**config.mk**
```make
export PLATFORM = sky130hd
export DESIGN_NAME = gbs_sequencer
export DESIGN_NICKNAME = d
export VERILOG_FILES = /design/src/rtl/gbs_pkg.sv /design/src/rtl/gbs_group_decode.sv /design/src/rtl/gbs_imm_sel.sv /design/src/rtl/gbs_addr_unit.sv /design/src/rtl/gbs_sequencer.sv
export SDC_FILE = /design/constraint.sdc
export NUM_CORES = 1
export LEC_CHECK = 0
export ABC_CLOCK_PERIOD_IN_PS = 4400
export BUFFER_PORTS_ARGS = -buffer_cell sky130_fd_sc_hd__buf_4
export CAP_MARGIN = 10
export CORE_MARGIN = 2
export CORE_UTILIZATION = 56
export DETAILED_ROUTE_END_ITERATION = 10
export PLACE_DENSITY = 0.89
export SETUP_SLACK_MARGIN = 0.2
export SLEW_MARGIN = 30
export SYNTH_ARGS = -nofsm -noshare
export SYNTH_HDL_FRONTEND = slang
export SYNTH_SLANG_ARGS = --single-unit
```
**constraint.sdc**
```tcl
create_clock -name clk -period 4.4 [get_ports clk]
set_input_delay 0.22 -clock clk [delete_from_list [all_inputs] [get_ports clk]]
set_output_delay 0.22 -clock clk [all_outputs]
set_load 0.02 [all_outputs]
```
**src/rtl/gbs_pkg.sv**
```systemverilog
package gbs_pkg;
  localparam logic [7:0] OP_NOP = 8'h00;
  localparam logic [7:0] OP_LDB = 8'h01;
  localparam logic [7:0] OP_LDW = 8'h02;
  localparam logic [7:0] OP_BR  = 8'h03;

  typedef enum logic [1:0] {
    ST_GRP   = 2'd0,
    ST_SLOT  = 2'd1,
    ST_CONST = 2'd2,
    ST_BR    = 2'd3
  } seq_state_t;
endpackage

```
**src/rtl/gbs_group_decode.sv**
```systemverilog
module gbs_group_decode #(
  parameter int SLOTS = 4,
  localparam int SW = $clog2(SLOTS)
) (
  input  logic [8*SLOTS-1:0] grp,
  input  logic [SW-1:0]      slot,
  output logic [7:0]         cur_op,
  output logic               has_ldb,
  output logic [SW-1:0]      last_slot
);
  import gbs_pkg::*;

  logic [7:0]       ops [SLOTS];
  logic [SLOTS-2:0] ldb_lead;

  // slot 0 is the leftmost (most significant) byte
  for (genvar g = 0; g < SLOTS; g++) begin : g_split
    assign ops[g] = grp[8*(SLOTS-g)-1 -: 8];
  end

  // a load-byte in any slot but the last turns the last byte into data
  for (genvar g = 0; g < SLOTS-1; g++) begin : g_ldb
    assign ldb_lead[g] = (grp[8*(SLOTS-g)-1 -: 8] == OP_LDB);
  end

  assign has_ldb   = |ldb_lead;
  assign last_slot = has_ldb ? SW'(SLOTS-2) : SW'(SLOTS-1);
  assign cur_op    = ops[slot];
endmodule

```
**src/rtl/gbs_imm_sel.sv**
```systemverilog
module gbs_imm_sel #(
  parameter int SLOTS = 4,
  localparam int SW = $clog2(SLOTS),
  localparam int DW = 8*SLOTS
) (
  input  logic [7:0]    op,
  input  logic [SW-1:0] slot,
  input  logic [7:0]    tail_byte,
  input  logic [DW-1:0] word_in,
  output logic [DW-1:0] imm
);
  import gbs_pkg::*;

  always_comb begin
    imm = '0;
    if (op == OP_LDW)
      imm = word_in;
    else if (op == OP_LDB && slot != SW'(SLOTS-1))
      imm = {{(DW-8){1'b0}}, tail_byte};
  end
endmodule

```
**src/rtl/gbs_addr_unit.sv**
```systemverilog
module gbs_addr_unit #(
  parameter int AW    = 32,
  parameter int SLOTS = 4,
  localparam int CW = $clog2(SLOTS+1),
  localparam int BW = $clog2(SLOTS)
) (
  input  logic [AW-1:0] grp_addr,
  input  logic [CW-1:0] ldw_cnt,
  input  logic [AW-1:0] br_target,
  output logic [AW-1:0] seq_addr,
  output logic [AW-1:0] tgt_addr
);
  localparam logic [AW-1:0] GRP_BYTES = AW'(SLOTS);

  // address of the next constant word, which equals the next group
  // address once every load-word of the group has been counted
  assign seq_addr = grp_addr + GRP_BYTES + (AW'(ldw_cnt) << BW);
  assign tgt_addr = br_target & ~AW'(SLOTS-1);
endmodule

```
**src/rtl/gbs_sequencer.sv**
```systemverilog
module gbs_sequencer #(
  parameter int          AW         = 32,
  parameter int          SLOTS      = 4,
  parameter logic [31:0] RESET_ADDR = 32'h0,
  localparam int SW = $clog2(SLOTS),
  localparam int CW = $clog2(SLOTS+1),
  localparam int DW = 8*SLOTS
) (
  input  logic          clk,
  input  logic          rst,
  output logic          mem_req,
  output logic [AW-1:0] mem_addr,
  input  logic          mem_rvalid,
  input  logic [DW-1:0] mem_rdata,
  input  logic          br_taken,
  input  logic [AW-1:0] br_target,
  output logic          iss_valid,
  output logic [7:0]    iss_op,
  output logic [DW-1:0] iss_imm,
  output logic [SW-1:0] iss_slot,
  output logic [AW-1:0] iss_gaddr
);
  import gbs_pkg::*;

  seq_state_t    state;
  logic [AW-1:0] grp_addr;
  logic [DW-1:0] grp_word;
  logic [SW-1:0] slot;
  logic [CW-1:0] ldw_cnt;

  logic [7:0]    cur_op;
  logic          has_ldb;
  logic [SW-1:0] last_slot;
  logic [AW-1:0] seq_addr;
  logic [AW-1:0] tgt_addr;
  logic [DW-1:0] imm_val;
  logic          at_last;

  gbs_group_decode #(.SLOTS(SLOTS)) u_dec (
    .grp       (grp_word),
    .slot      (slot),
    .cur_op    (cur_op),
    .has_ldb   (has_ldb),
    .last_slot (last_slot)
  );

  gbs_imm_sel #(.SLOTS(SLOTS)) u_imm (
    .op        (cur_op),
    .slot      (slot),
    .tail_byte (grp_word[7:0]),
    .word_in   (mem_rdata),
    .imm       (imm_val)
  );

  gbs_addr_unit #(.AW(AW), .SLOTS(SLOTS)) u_addr (
    .grp_addr  (grp_addr),
    .ldw_cnt   (ldw_cnt),
    .br_target (br_target),
    .seq_addr  (seq_addr),
    .tgt_addr  (tgt_addr)
  );

  assign at_last  = (slot == last_slot);
  assign mem_req  = (state == ST_GRP) || (state == ST_CONST);
  assign mem_addr = (state == ST_GRP) ? grp_addr : seq_addr;

  always_ff @(posedge clk) begin
    if (rst) begin
      state     <= ST_GRP;
      grp_addr  <= RESET_ADDR[AW-1:0];
      grp_word  <= '0;
      slot      <= '0;
      ldw_cnt   <= '0;
      iss_valid <= 1'b0;
      iss_op    <= OP_NOP;
      iss_imm   <= '0;
      iss_slot  <= '0;
      iss_gaddr <= '0;
    end else begin
      iss_valid <= 1'b0;
      case (state)
        ST_GRP: begin
          if (mem_rvalid) begin
            grp_word <= mem_rdata;
            slot     <= '0;
            ldw_cnt  <= '0;
            state    <= ST_SLOT;
          end
        end
        ST_SLOT: begin
          if (cur_op == OP_LDW) begin
            state <= ST_CONST;
          end else begin
            iss_valid <= 1'b1;
            iss_op    <= cur_op;
            iss_imm   <= imm_val;
            iss_slot  <= slot;
            iss_gaddr <= grp_addr;
            if (cur_op == OP_BR) begin
              state <= ST_BR;
            end else if (at_last) begin
              grp_addr <= seq_addr;
              state    <= ST_GRP;
            end else begin
              slot <= slot + 1'b1;
            end
          end
        end
        ST_CONST: begin
          if (mem_rvalid) begin
            iss_valid <= 1'b1;
            iss_op    <= cur_op;
            iss_imm   <= imm_val;
            iss_slot  <= slot;
            iss_gaddr <= grp_addr;
            ldw_cnt   <= ldw_cnt + 1'b1;
            if (at_last) begin
              grp_addr <= seq_addr + AW'(SLOTS);
              state    <= ST_GRP;
            end else begin
              slot  <= slot + 1'b1;
              state <= ST_SLOT;
            end
          end
        end
        ST_BR: begin
          if (br_taken) begin
            grp_addr <= tgt_addr;
            state    <= ST_GRP;
          end else if (at_last) begin
            grp_addr <= seq_addr;
            state    <= ST_GRP;
          end else begin
            slot  <= slot + 1'b1;
            state <= ST_SLOT;
          end
        end
        default: state <= ST_GRP;
      endcase
    end
  end

  // an open request keeps its address until data returns
  p_req_hold_r1: assert property (@(posedge clk) disable iff (rst)
    (mem_req && !mem_rvalid) |=> (mem_req && $stable(mem_addr)));

  // the returned constant is issued on the next cycle
  p_const_imm_r5: assert property (@(posedge clk) disable iff (rst)
    (state == ST_CONST && mem_rvalid) |=> (iss_valid && iss_imm == $past(mem_rdata)));

  // the data byte of a load-byte group is never issued
  p_no_data_slot_r3: assert property (@(posedge clk) disable iff (rst)
    (iss_valid && has_ldb) |-> (iss_slot != SW'(SLOTS-1)));

  // load-byte immediate is the zero-extended tail byte
  p_ldb_imm_r3: assert property (@(posedge clk) disable iff (rst)
    (iss_valid && iss_op == OP_LDB && iss_slot != SW'(SLOTS-1))
      |-> (iss_imm == {{(DW-8){1'b0}}, grp_word[7:0]}));

  // a taken branch refetches from the aligned target
  p_br_refetch_r7: assert property (@(posedge clk) disable iff (rst)
    (state == ST_BR && br_taken)
      |=> (mem_req && mem_addr == ($past(br_target) & ~AW'(SLOTS-1))));
endmodule

```
# Yosys cells after proc, flatten, opt, wreduce, memory -nomap -nowiden
# Cells that the tools add are included.
dict set report op_classes {
  add_sub_neg 5
  order_cmp 1
  eq_ne 18
  muxes 47
  bitwise 1
  n_reduce_logical 13
}
# op n
set ops {}
lappend ops {{32-bit two-way mux} 12}
lappend ops {{32-bit one-hot mux with 2 select lines} 2}
lappend ops {{32-bit one-hot mux with 3 select lines} 1}
lappend ops {{32-bit by 3-bit adder with 32-bit output, second input constant} 2}
lappend ops {{8-bit two-way mux} 5}
lappend ops {{32-bit by 5-bit adder with 32-bit output} 1}
lappend ops {{8-bit by 1-bit == test with 1-bit output, second input constant} 4}
lappend ops {{2-bit two-way mux} 14}
lappend ops {{8-bit binary-select mux with 2-bit select} 1}
lappend ops {{8-bit by 2-bit == test with 1-bit output, second input constant} 2}
lappend ops {{2-bit one-hot mux with 4 select lines} 2}
lappend ops {{8-bit one-hot mux with 2 select lines} 1}
lappend ops {{2-bit != test, second input constant} 7}
lappend ops {{5-bit AND reduction} 2}
lappend ops {{3-bit AND reduction} 3}
lappend ops {{3-bit two-way mux} 2}
lappend ops {{3-bit one-hot mux with 2 select lines} 1}
lappend ops {{2-bit == test, second input constant} 2}
lappend ops {{1-bit two-way mux} 4}
lappend ops {{4-bit != test, second input constant} 1}
lappend ops {{2-bit one-hot mux with 2 select lines} 1}
lappend ops {{2-bit nonzero test} 2}
lappend ops {{3-bit by 1-bit adder with 3-bit output, second input constant} 1}
lappend ops {{3-bit >= comparator, second input constant} 1}
lappend ops {{other kinds (11)} 11}
dict set report word_totals {
  register_bits 146
  input_bits 68
  output_inout_bits 108
  wordCells 95
}

# Longest topological paths before layout
# Gate-level depths: netlist (run 1).
dict set report depth {
  depth_word 10
  mapped_depth 15
  ltp_nobuf 14
}

# Hierarchy
# Synthesis (run 1) repeated with hierarchy kept, for this count alone.
dict set report unflattened {
  hier_cells 1067
  area_unflattened_um2 8587.0
}
# module instances cells_per_inst area_per_inst_um2 seq_area_each_um2
set by_module_without_submodules {}
lappend by_module_without_submodules {gbs_sequencer 1 862 6991.7 2922.8}
lappend by_module_without_submodules {gbs_addr_unit 1 131 963.4 0.0}
lappend by_module_without_submodules {gbs_imm_sel 1 51 356.6 0.0}
lappend by_module_without_submodules {gbs_group_decode 1 23 275.3 0.0}

# Worst setup path before layout (run 1)
# No wires, ideal clock.
dict set report synth_timing {
  kind {reg2reg}
  from {register grp_addr[3]}
  to {register grp_addr[25]}
  t_arrival_ns 3.394
  t_required_ns 4.265
  slack_ns 0.871
  path_stages_with_launch 13
  synth_period_minus_slack_ns 3.529
  path_cell_list {dfxtp_1 -> ha_1 -> ha_1 -> fa_1 -> xor2_1 -> nand4_2 -> nor4_4 -> or4b_1 -> a2111oi_0 -> nand4bb_1 -> and3_1 -> o21ai_1 -> a221oi_2}
}
dict set report synth_between {
  elab_chain_cells 6
}
# element line_no
set synth_lines {}
lappend synth_lines {{from (decl)} gbs_sequencer.sv:26} ;# logic [AW-1:0] grp_addr;
lappend synth_lines {{from (signal assigned)} gbs_sequencer.sv:70} ;# grp_addr <= RESET_ADDR[AW-1:0];
lappend synth_lines {{from (signal assigned)} gbs_sequencer.sv:102} ;# grp_addr <= seq_addr;
lappend synth_lines {{from (signal assigned)} gbs_sequencer.sv:118} ;# grp_addr <= seq_addr + AW'(SLOTS);
lappend synth_lines {{32-bit by 3-bit adder with 32-bit output *} gbs_addr_unit.sv:17} ;# assign seq_addr = grp_addr + GRP_BYTES + (AW'(ldw_cnt) << BW);
lappend synth_lines {{32-bit by 5-bit adder with 32-bit output *} gbs_addr_unit.sv:17}
lappend synth_lines {{32-bit by 3-bit adder with 32-bit output / 32-bit two-way mux (equally long branches)} {gbs_sequencer.sv:118, gbs_sequencer.sv:101, gbs_sequencer.sv:130}}
lappend synth_lines {{32-bit two-way mux (on tied branches)} {gbs_sequencer.sv:117, gbs_sequencer.sv:99}}
lappend synth_lines {{32-bit two-way mux (on tied branches)} {gbs_sequencer.sv:110, gbs_sequencer.sv:91}}
lappend synth_lines {{32-bit one-hot mux with 3 select lines *} gbs_sequencer.sv:81} ;# case (state)
# Mark *: on every way between the ends. The rest lies on a longest branch, timed or not. The select of a mux whose other input is x is not followed.
# A chain may end at the register's enable or synchronous reset.

# Worst setup path after layout (run 1)
# Same ends and word-level chain as after synthesis.

==> results of run 1 <==
routing by layer:
| metal | up-vias | track usage, % | routed length (um) |
|---|---|---|---|
| met5 | - | 0 | 0 |
| met4 | 0 | 14.8 | 1080 |
| met3 | 116 | 8.27 | 2600 |
| met2 | 540 | 48.8 | 11600 |
| met1 | 4007 | 39.3 | 9890 |
| li1 | 3996 | - | - |
cells by family (layout without fill, tap and decap cells):
kind of cell / after synthesis / after routing / synth area share, %
DFF: 146 / 146 / 34.7
xor gates and xnor gates: 76 / 76 / 7.91
buffers and inverters: 107 / 244 / 7.05
AOI/OAI and AO/OA: 243 / 243 / 18.8
and+or+nand+nor: 466 / 466 / 26.2
adders and majority gates: 14 / 14 / 2.17
muxes: 16 / 16 / 3.15
stage by stage:
| step | power (W) | instances |
|---|---|---|
| floorplan | 0.00194 | 1068 |
| global placement | 0.00216 | 1353 |
| detailed placement | 0.00217 | 1353 |
| CTS | 0.00360 | 1385 |
| global route | 0.00375 | 1389 |
| finish | 0.00361 | 1389 |
flip-flops by register name, indices dropped and copies added (netlist names), 2 cells and up, named ones only:
register / count
ldw_cnt: 3
grp_addr: 30
iss_imm: 32
iss_gaddr: 32
state: 2
slot: 2
iss_op: 8
iss_slot: 2
grp_word: 32
power groups by stage:
stage	clock network (W)	registers, W	logic (W)
after floorplan	0	0.00149	0.000453
after global placement	0	0.00150	0.000662
after detailed placement	0	0.00150	0.000670
after CTS	0.00145	0.00147	0.000679
after global routing	0.00151	0.00149	0.000748
final	0.00144	0.00148	0.000692
layout make-up:
cell class	instances	area share, %
multi-input combinational	815	48.4
sequential	146	28.5
timing repair buffer	195	14.5
clock buffer	19	4.33
tap	184	2.25
clock inverter	13	1.39
inverter	17	0.623
Yosys cell counts (all sizes together) (5+ instances only):
master and instances:
nand2 229, dfxtp 146, a21oi 126, nor2 79, clkbuf 60, nand3 49, xnor2 43, xor2 33
buf 29, o21ai 29, nor3 23, a221oi 21, inv 17, nor4 16, nand4 14, ha 13
a22oi 11, a222oi 10, and2 8, and3 8, mux4 8, a211oi 6, nand3b 6, a21o 5
o211ai 5, or4 5
how the worst max path moves through the flow:
stage | from | end | cells past startpoint
2_1_floorplan | grp_addr[3]$_SDFFE_PP0P_ | grp_addr[25]$_SDFFE_PP0P_ | 12
3_3_place_gp | grp_addr[3]$_SDFFE_PP0P_ | grp_addr[25]$_SDFFE_PP0P_ | 12
3_5_place_dp | grp_addr[3]$_SDFFE_PP0P_ | grp_addr[25]$_SDFFE_PP0P_ | 12
4_1_cts | grp_addr[3]$_SDFFE_PP0P_ | grp_addr[25]$_SDFFE_PP0P_ | 12
5_1_grt | grp_addr[3]$_SDFFE_PP0P_ | grp_addr[25]$_SDFFE_PP0P_ | 12
6_report | grp_addr[3]$_SDFFE_PP0P_ | grp_addr[25]$_SDFFE_PP0P_ | 12
worst max-delay path: stages (launching register included):
cell and delay, ns:
dfxtp_1 0.33, ha_1 0.30, ha_1 0.26, fa_2 0.43, xor2_4 0.25, nand4_2 0.16, nor4_4 0.45, or4b_1 0.50
a2111oi_2 0.42, nand4bb_1 0.18, a21oi_1 0.20, o21ai_1 0.11, a221oi_2 0.27
repair_timing:
action	CTS	global route
setup endpoints to repair	0	5
setup buffers	0	3
resized for setup	0	6
==> impl_metrics.env, run 1 <==
export IMPL_hold_buffers=0
export IMPL_critPathKind="flop to flop"
export IMPL_cp_start_kind="flop"
export IMPL_antenna_found_initial=0
export IMPL_cts_tree="built"
export IMPL_comb_power_share_pct=19.1
export IMPL_rows=44
export IMPL_die_h_um=127
export IMPL_wl_per_cell_um=18.1
export IMPL_first_pass_iters=7
export IMPL_overflow=0
export IMPL_r2r_start="grp_addr[3]$_SDFFE_PP0P_"
export IMPL_yosys_most_used_dff="dfxtp_1"
export IMPL_tightest_slew_ns=0.972
export IMPL_critPathMaxFanout=6
export IMPL_grt_max_degree=71
export IMPL_clock_path_buffers=2
export IMPL_worstSkewPairLatency_ns=0.44
export IMPL_switchingPower_w=0.00114
export IMPL_drt_total_wl_um=25100
export IMPL_syn_inst=1068
export IMPL_cts_htree_levels=4
export IMPL_holdPathStages=3
export IMPL_yosys_register_bits=146
export IMPL_globalRouteTotalUtil_pct=30.9
export IMPL_synth_edf_count=0
export IMPL_final_cell_mix="nand2_1 (228), buf_4 (193), dfxtp_1 (146)"
export IMPL_nFillCells=1157
export IMPL_tns_ns=0
export IMPL_via_count=8659
export IMPL_clock_fmax_ghz=0.253
export IMPL_yosys_warnings=0
export IMPL_end_kind="flop"
export IMPL_drv_slew=0
export IMPL_rsz0062_at_grt="false"
export IMPL_r2r_end="grp_addr[25]$_SDFFE_PP0P_"
export IMPL_final_common_cell="nand2_1"
export IMPL_synthArstFlopShare_pct=0
export IMPL_cellPowerDensity_mw_per_mm2=353
export IMPL_status="finished clean"
export IMPL_fin_ws_ns=0.443
export IMPL_viasPerCell=6.23
export IMPL_fin_area_mm2=0.0102
export IMPL_syn_to_final_growth_pct=21.6
export IMPL_drive_gt1_share_pct=22.8
export IMPL_nets=1274
export IMPL_multi_input_area_mm2=0.00495
export IMPL_syn_avg_cell_area_um2=7.88
export IMPL_clkTransAtPathRegs_ns=0.07
export IMPL_ff2ff_path_depth=12
export IMPL_syn_nets=1150
export IMPL_setup_viol=0
export IMPL_power_share_clock_pct=39.9
export IMPL_ioPinCount=176
export IMPL_die_area_mm2=0.0160
export IMPL_hold_path_end="grp_word[1]$_SDFFE_PP0P_"
export IMPL_drtIter0Drc=1089
export IMPL_synth_area_leaders="dfxtp_1 (35%), nand2_1 (10%), a21oi_1 (7.4%)"
export IMPL_root_buffer="clkbuf_16"
export IMPL_period_needed_ns=3.96
export IMPL_synth_area_leader_cell="dfxtp_1"
export IMPL_internal_power_w=0.00247
export IMPL_cts_sinks=146
export IMPL_syn_area_mm2=0.00842
export IMPL_synth_seq_area_share_pct=34.7
export IMPL_hp_class="primary input to flop"
export IMPL_seq_area_mm2=0.00292
export IMPL_drcViolationCount=0
export IMPL_peakVddDrop_mv=0.313
export IMPL_io_buffers=173
export IMPL_synth_cell_types=88
export IMPL_finalHoldWorstSlack_ns=0.0309
export IMPL_clock_skew_ns=0.0134
export IMPL_finalCoreUtilization_pct=70.2
export IMPL_yosysTopAreaCellShare_pct=34.7
export IMPL_switching_share_pct=31.6
export IMPL_start_util_pct=57.7
export IMPL_place_hpwl_um=16900
export IMPL_relSlewSlack_pct=35.2
export IMPL_place_area_mm2=0.00958
export IMPL_critPathArrivalTime_ns=4.30
export IMPL_n_antenna_cell=0
export IMPL_rrSetupSlack_ns=0.44
export IMPL_core_area_mm2=0.0146
export IMPL_min_period_over_period_pct=89.9
export IMPL_dp_slack_ns=0.285
export IMPL_cts_buffers=17
export IMPL_drv_cap=0
export IMPL_die_w_um=127
export IMPL_grt_pass1_vias=8189
export IMPL_p_leak_nw=3.94
export IMPL_required_ns=4.74
export IMPL_gp_congestion=0.951
export IMPL_sequentialPowerShare_pct=40.9
export IMPL_postRouteAntennaNets=0
export IMPL_worstHoldStart="mem_rdata[1]"
export IMPL_grt_pass1_wl_um=40500
export IMPL_finalHoldViolCount=0
No activity file was read; power rests on OpenSTA's default activity.
==> run 2, diff against run 1 <==
- CORE_UTILIZATION: 56 -> 45
- PLACE_DENSITY: 0.89 -> 0.76
==> impl_metrics.env, run 2 (synthesized netlist as in run 1, its figures left out) <==
export IMPL_worstHoldStart="mem_rdata[2]"
export IMPL_clock_path_buffers=2
export IMPL_drv_slew=0
export IMPL_nets=1272
export IMPL_cellPowerDensity_mw_per_mm2=357
export IMPL_final_common_cell="nand2_1"
export IMPL_slowest_stage="or4_1"
export IMPL_reg_largest_list="grp_word x32, iss_gaddr x32, iss_imm x32"
export IMPL_grt_pass1_vias=7975
export IMPL_hp_class="primary input to flop"
export IMPL_root_buffer="clkbuf_16"
export IMPL_ioPinCount=176
export IMPL_cp_start_kind="flop"
export IMPL_core_area_mm2=0.0185
export IMPL_drtIter0Drc=645
export IMPL_cts_resized=0
export IMPL_critPathKind="flop to flop"
export IMPL_period_needed_ns=3.92
export IMPL_r2r_end="grp_addr[27]$_SDFFE_PP0P_"
export IMPL_dp_slack_ns=0.489
export IMPL_relSlewSlack_pct=47.3
export IMPL_first_pass_iters=5
export IMPL_holdPathStages=3
export IMPL_finalHoldWorstSlack_ns=0.0419
export IMPL_drcViolationCount=0
export IMPL_rrSetupSlack_ns=0.48
export IMPL_overflow=0
export IMPL_postRouteAntennaNets=0
export IMPL_fin_ws_ns=0.483
export IMPL_r2r_start="grp_addr[2]$_SDFFE_PP0P_"
export IMPL_path_delay_family="simple AND/OR/NAND/NOR gates"
export IMPL_cts_sinks=146
export IMPL_worstSkewPairLatency_ns=0.44
export IMPL_tightest_slew_ns=0.791
export IMPL_via_count=8342
export IMPL_max_stage_delay_ns=0.67
export IMPL_rows=50
export IMPL_critPathArrivalTime_ns=4.24
export IMPL_min_period_over_period_pct=89.0
export IMPL_required_ns=4.73
export IMPL_setup_viol=0
export IMPL_path_cells="inv_1 > ha_1 > inv_1 > ha_1 > fa_1 > a21oi_2 > or4_1 > nor2_1 > xor2_1 > o211ai_2 > nor2_1 > a32oi_1 > a21o_1 > a221oi_1"
export IMPL_final_cell_mix="nand2_1 (228), buf_4 (191), dfxtp_1 (146)"
export IMPL_drt_total_wl_um=25000
export IMPL_die_area_mm2=0.0198
export IMPL_globalRouteTotalUtil_pct=24.9
export IMPL_hold_path_end="grp_word[2]$_SDFFE_PP0P_"
export IMPL_antenna_found_initial=0
export IMPL_cts_buffers=17
export IMPL_grt_pass1_wl_um=40100
export IMPL_rsz0062_at_grt="false"
export IMPL_place_hpwl_um=17300
export IMPL_cts_tree="built"
export IMPL_io_buffers=173
export IMPL_status="finished clean"
export IMPL_die_w_um=141
export IMPL_finalCoreUtilization_pct=55.6
export IMPL_clock_fmax_ghz=0.255
export IMPL_clkTransAtPathRegs_ns=0.07
export IMPL_grt_max_degree=77
export IMPL_syn_to_final_growth_pct=22.2
export IMPL_nFillCells=1732
export IMPL_crit_buf_inv=2
export IMPL_hold_buffers=0
export IMPL_ff2ff_path_depth=14
export IMPL_p_leak_nw=3.95
export IMPL_viasPerCell=5.81
export IMPL_gp_congestion=0.941
export IMPL_clock_skew_ns=0.0101
export IMPL_drive_gt1_share_pct=22.6
export IMPL_n_antenna_cell=0
export IMPL_finalHoldViolCount=0
export IMPL_cts_htree_levels=4
export IMPL_wl_per_cell_um=17.4
export IMPL_post_cts_buffers=0
export IMPL_critPathMaxFanout=5
export IMPL_peakVddDrop_mv=0.311
export IMPL_end_kind="flop"
export IMPL_start_util_pct=45.5
export IMPL_drv_cap=0
export IMPL_die_h_um=141
export IMPL_tns_ns=0
-- run 2: through the flow --
step | power [W] | std cells | cell area, um^2
3_5_place_dp | 0.00219 | 1405 | 9670
3_3_place_gp | 0.00218 | 1405 | 9670
6_report | 0.00367 | 1437 | 10300
5_1_grt | 0.00383 | 1437 | 10300
4_1_cts | 0.00370 | 1437 | 10300
2_1_floorplan | 0.00194 | 1068 | 8420
-- run 2: worst min-delay path: stages --
cell	delay (ns)
buf_4	0.11
nand2_1	0.05
a21oi_1	0.05
-- run 2: report_power, final --
| part | total, W | internal [W] | switching [W] |
|---|---|---|---|
| clock network | 0.00151 | 0.000861 | 0.000647 |
| logic | 0.000688 | 0.000269 | 0.000420 |
| registers | 0.00148 | 0.00139 | 0.0000849 |
| total | 0.00367 | 0.00252 | 0.00115 |
-- run 2: area by class of cell --
type	count	area [um^2]	share of cell area (%)
well taps	234	293	2.85
inverters	17	63.8	0.620
clock inverters	15	185	1.80
flip-flops and latches	146	2920	28.4
multi-input cells	815	4930	47.9
clock buffers	17	425	4.13
repair buffers	193	1470	14.3
-- run 2: worst max path at each step --
| stage | cells after the start | endpoint | slack, ns | startpoint |
|---|---|---|---|---|
| after floorplan | 12 | grp_addr[25]$_SDFFE_PP0P_ | 0.87 | grp_addr[3]$_SDFFE_PP0P_ |
| after global placement | 12 | grp_addr[25]$_SDFFE_PP0P_ | 0.56 | grp_addr[3]$_SDFFE_PP0P_ |
| after detailed placement | 12 | grp_addr[25]$_SDFFE_PP0P_ | 0.49 | grp_addr[3]$_SDFFE_PP0P_ |
| after CTS | 12 | grp_addr[25]$_SDFFE_PP0P_ | 0.46 | ldw_cnt[1]$_SDFFE_PP0P_ |
| after global routing | 12 | grp_addr[25]$_SDFFE_PP0P_ | 0.23 | ldw_cnt[1]$_SDFFE_PP0P_ |
| final | 14 | grp_addr[27]$_SDFFE_PP0P_ | 0.48 | grp_addr[2]$_SDFFE_PP0P_ |
-- run 2: layer usage --
layer / part of all wire, % / global-route usage, %
met1: 40 / 30.7
met2: 49 / 42.4
met3: 8.8 / 6.39
met4: 2.1 / 8.79
met5: 0 / 0
==> run 3, diff against run 2 <==
- CORE_UTILIZATION: 45 -> 35
- PLACE_DENSITY: 0.76 -> 0.63
==> impl_metrics.env, run 3 (synthesized netlist as in run 1, its figures left out) <==
export IMPL_status="finished clean"
export IMPL_switching_share_pct=33.0
export IMPL_cellPowerDensity_mw_per_mm2=355
export IMPL_cts_htree_levels=4
export IMPL_clock_path_buffers=2
export IMPL_io_buffers=173
export IMPL_place_area_mm2=0.00979
export IMPL_first_pass_iters=6
export IMPL_critPathKind="flop to flop"
export IMPL_die_area_mm2=0.0253
export IMPL_place_hpwl_um=18600
export IMPL_grt_pass1_vias=7689
export IMPL_ioPinCount=176
export IMPL_clock_skew_ns=0.0153
export IMPL_die_h_um=159
export IMPL_reg_largest_list="grp_word x32, iss_gaddr x32, iss_imm x32"
export IMPL_fin_ws_ns=0.539
export IMPL_nets=1275
export IMPL_grt_max_degree=79
export IMPL_required_ns=4.78
export IMPL_drtIter0Drc=503
export IMPL_peakVddDrop_mv=0.285
export IMPL_tightest_slew_ns=0.868
export IMPL_relSlewSlack_pct=42.1
export IMPL_drt_total_wl_um=26400
export IMPL_gp_congestion=0.921
export IMPL_internal_power_w=0.00248
export IMPL_placed_cells=1493
export IMPL_critPathArrivalTime_ns=4.24
export IMPL_worstSkewPairLatency_ns=0.44
export IMPL_final_common_cell="nand2_1"
export IMPL_cts_buffers=17
export IMPL_drv_slew=0
export IMPL_power_share_clock_pct=41.6
export IMPL_rsz0062_at_grt="false"
export IMPL_min_period_over_period_pct=87.8
export IMPL_core_area_mm2=0.0235
export IMPL_clock_fmax_ghz=0.259
export IMPL_rows=56
export IMPL_die_w_um=159
export IMPL_fin_area_mm2=0.0104
export IMPL_viasPerCell=5.35
export IMPL_critPathMaxFanout=6
export IMPL_post_cts_buffers=0
export IMPL_via_count=8158
export IMPL_final_cells=1525
export IMPL_setup_viol=0
export IMPL_cp_start_kind="flop"
export IMPL_n_antenna_cell=0
export IMPL_hold_buffers=0
export IMPL_drv_cap=0
export IMPL_period_needed_ns=3.86
export IMPL_root_buffer="clkbuf_16"
export IMPL_comb_power_share_pct=18.6
export IMPL_wl_per_cell_um=17.3
export IMPL_drcViolationCount=0
export IMPL_overflow=0
export IMPL_clkTransAtPathRegs_ns=0.08
export IMPL_globalRouteTotalUtil_pct=20.5
export IMPL_finalHoldViolCount=0
export IMPL_postRouteAntennaNets=0
export IMPL_switchingPower_w=0.00122
export IMPL_hp_class="primary input to flop"
export IMPL_sequentialPowerShare_pct=39.8
export IMPL_p_leak_nw=3.97
export IMPL_dp_slack_ns=0.423
export IMPL_tns_ns=0
export IMPL_start_util_pct=35.8
export IMPL_finalCoreUtilization_pct=44.3
export IMPL_cts_sinks=146
export IMPL_drive_gt1_share_pct=23.0
export IMPL_end_kind="flop"
export IMPL_final_cell_mix="nand2_1 (228), buf_4 (195), dfxtp_1 (146)"
export IMPL_syn_to_final_growth_pct=24.0
export IMPL_cts_tree="built"
export IMPL_grt_pass1_wl_um=42200
export IMPL_antenna_found_initial=0
export IMPL_cts_resized=0
[run 3: cell types whose count changed in the layout (fill, tap and decap cells not counted)]
cell,previous run,this run
clkinv_8,1,6
buf_4,191,195
inv_6,7,3
inv_8,2,4
a2111oi_1,1,0
a2111oi_2,0,1
buf_12,2,1
bufinv_16,2,1
clkinv_4,2,1
clkinvlp_4,1,0
or2_1,1,0
or2_4,0,1
[run 3: cell type report]
cell class                 count  area, um^2
clock inverter                15         208
fill                        2423       13100
inverter                      17        63.8
sequential                   146        2920
multi-input combinational    815        4930
clock buffer                  17         425
timing repair buffer         196        1480
tap                          319         399
[run 3: power by group through the flow]
stage	Combinational [W]	Sequential (W)	Clock, W
final	0.000690	0.00148	0.00154
after global routing	0.000751	0.00149	0.00163
after CTS	0.000696	0.00148	0.00157
after detailed placement	0.000694	0.00151	0
after global placement	0.000688	0.00151	0
after floorplan	0.000453	0.00149	0
[run 3: path summary, 6_finish.rpt]
path / startpoint / end / slack (ns) / cells after the start
max: grp_addr[3]$_SDFFE_PP0P_ / grp_addr[31]$_SDFFE_PP0P_ / 0.54 / 12
min: mem_rdata[2] / grp_word[2]$_SDFFE_PP0P_ / 0.02 / 3
max reg2reg: grp_addr[3]$_SDFFE_PP0P_ / grp_addr[31]$_SDFFE_PP0P_ / 0.54 / 12
min reg2reg: iss_imm[8]$_SDFFE_PP0P_ / iss_imm[8]$_SDFFE_PP0P_ / 0.46 / 2
[run 3: through the flow]
step	total power, W	hold slack [ns]
finish	0.00371	0.0240
global placement	0.00219	0.439
global route	0.00387	0.0251
floorplan	0.00194	0.356
detailed placement	0.00220	0.447
CTS	0.00375	0.0182
[run 3: worst max-delay path, stage by stage (launching register included)]
cell,delay [ns]
dfxtp_1,0.34
ha_1,0.30
ha_1,0.25
fa_1,0.50
nand3_1,0.13
a32oi_1,0.23
nor4_4,0.39
buf_4,0.19
nand2_1,0.10
a2111oi_4,0.57
nand4_1,0.23
a2111oi_0,0.40
or3b_1,0.16
[run 3: per-layer routing]
metal | vias up | track usage, % | routed length [um]
met5 | - | 0 | 0
met4 | 0 | 6.82 | 492
met3 | 38 | 4.69 | 1840
met2 | 266 | 33.8 | 12700
met1 | 3853 | 26.4 | 11400
li1 | 4001 | - | -
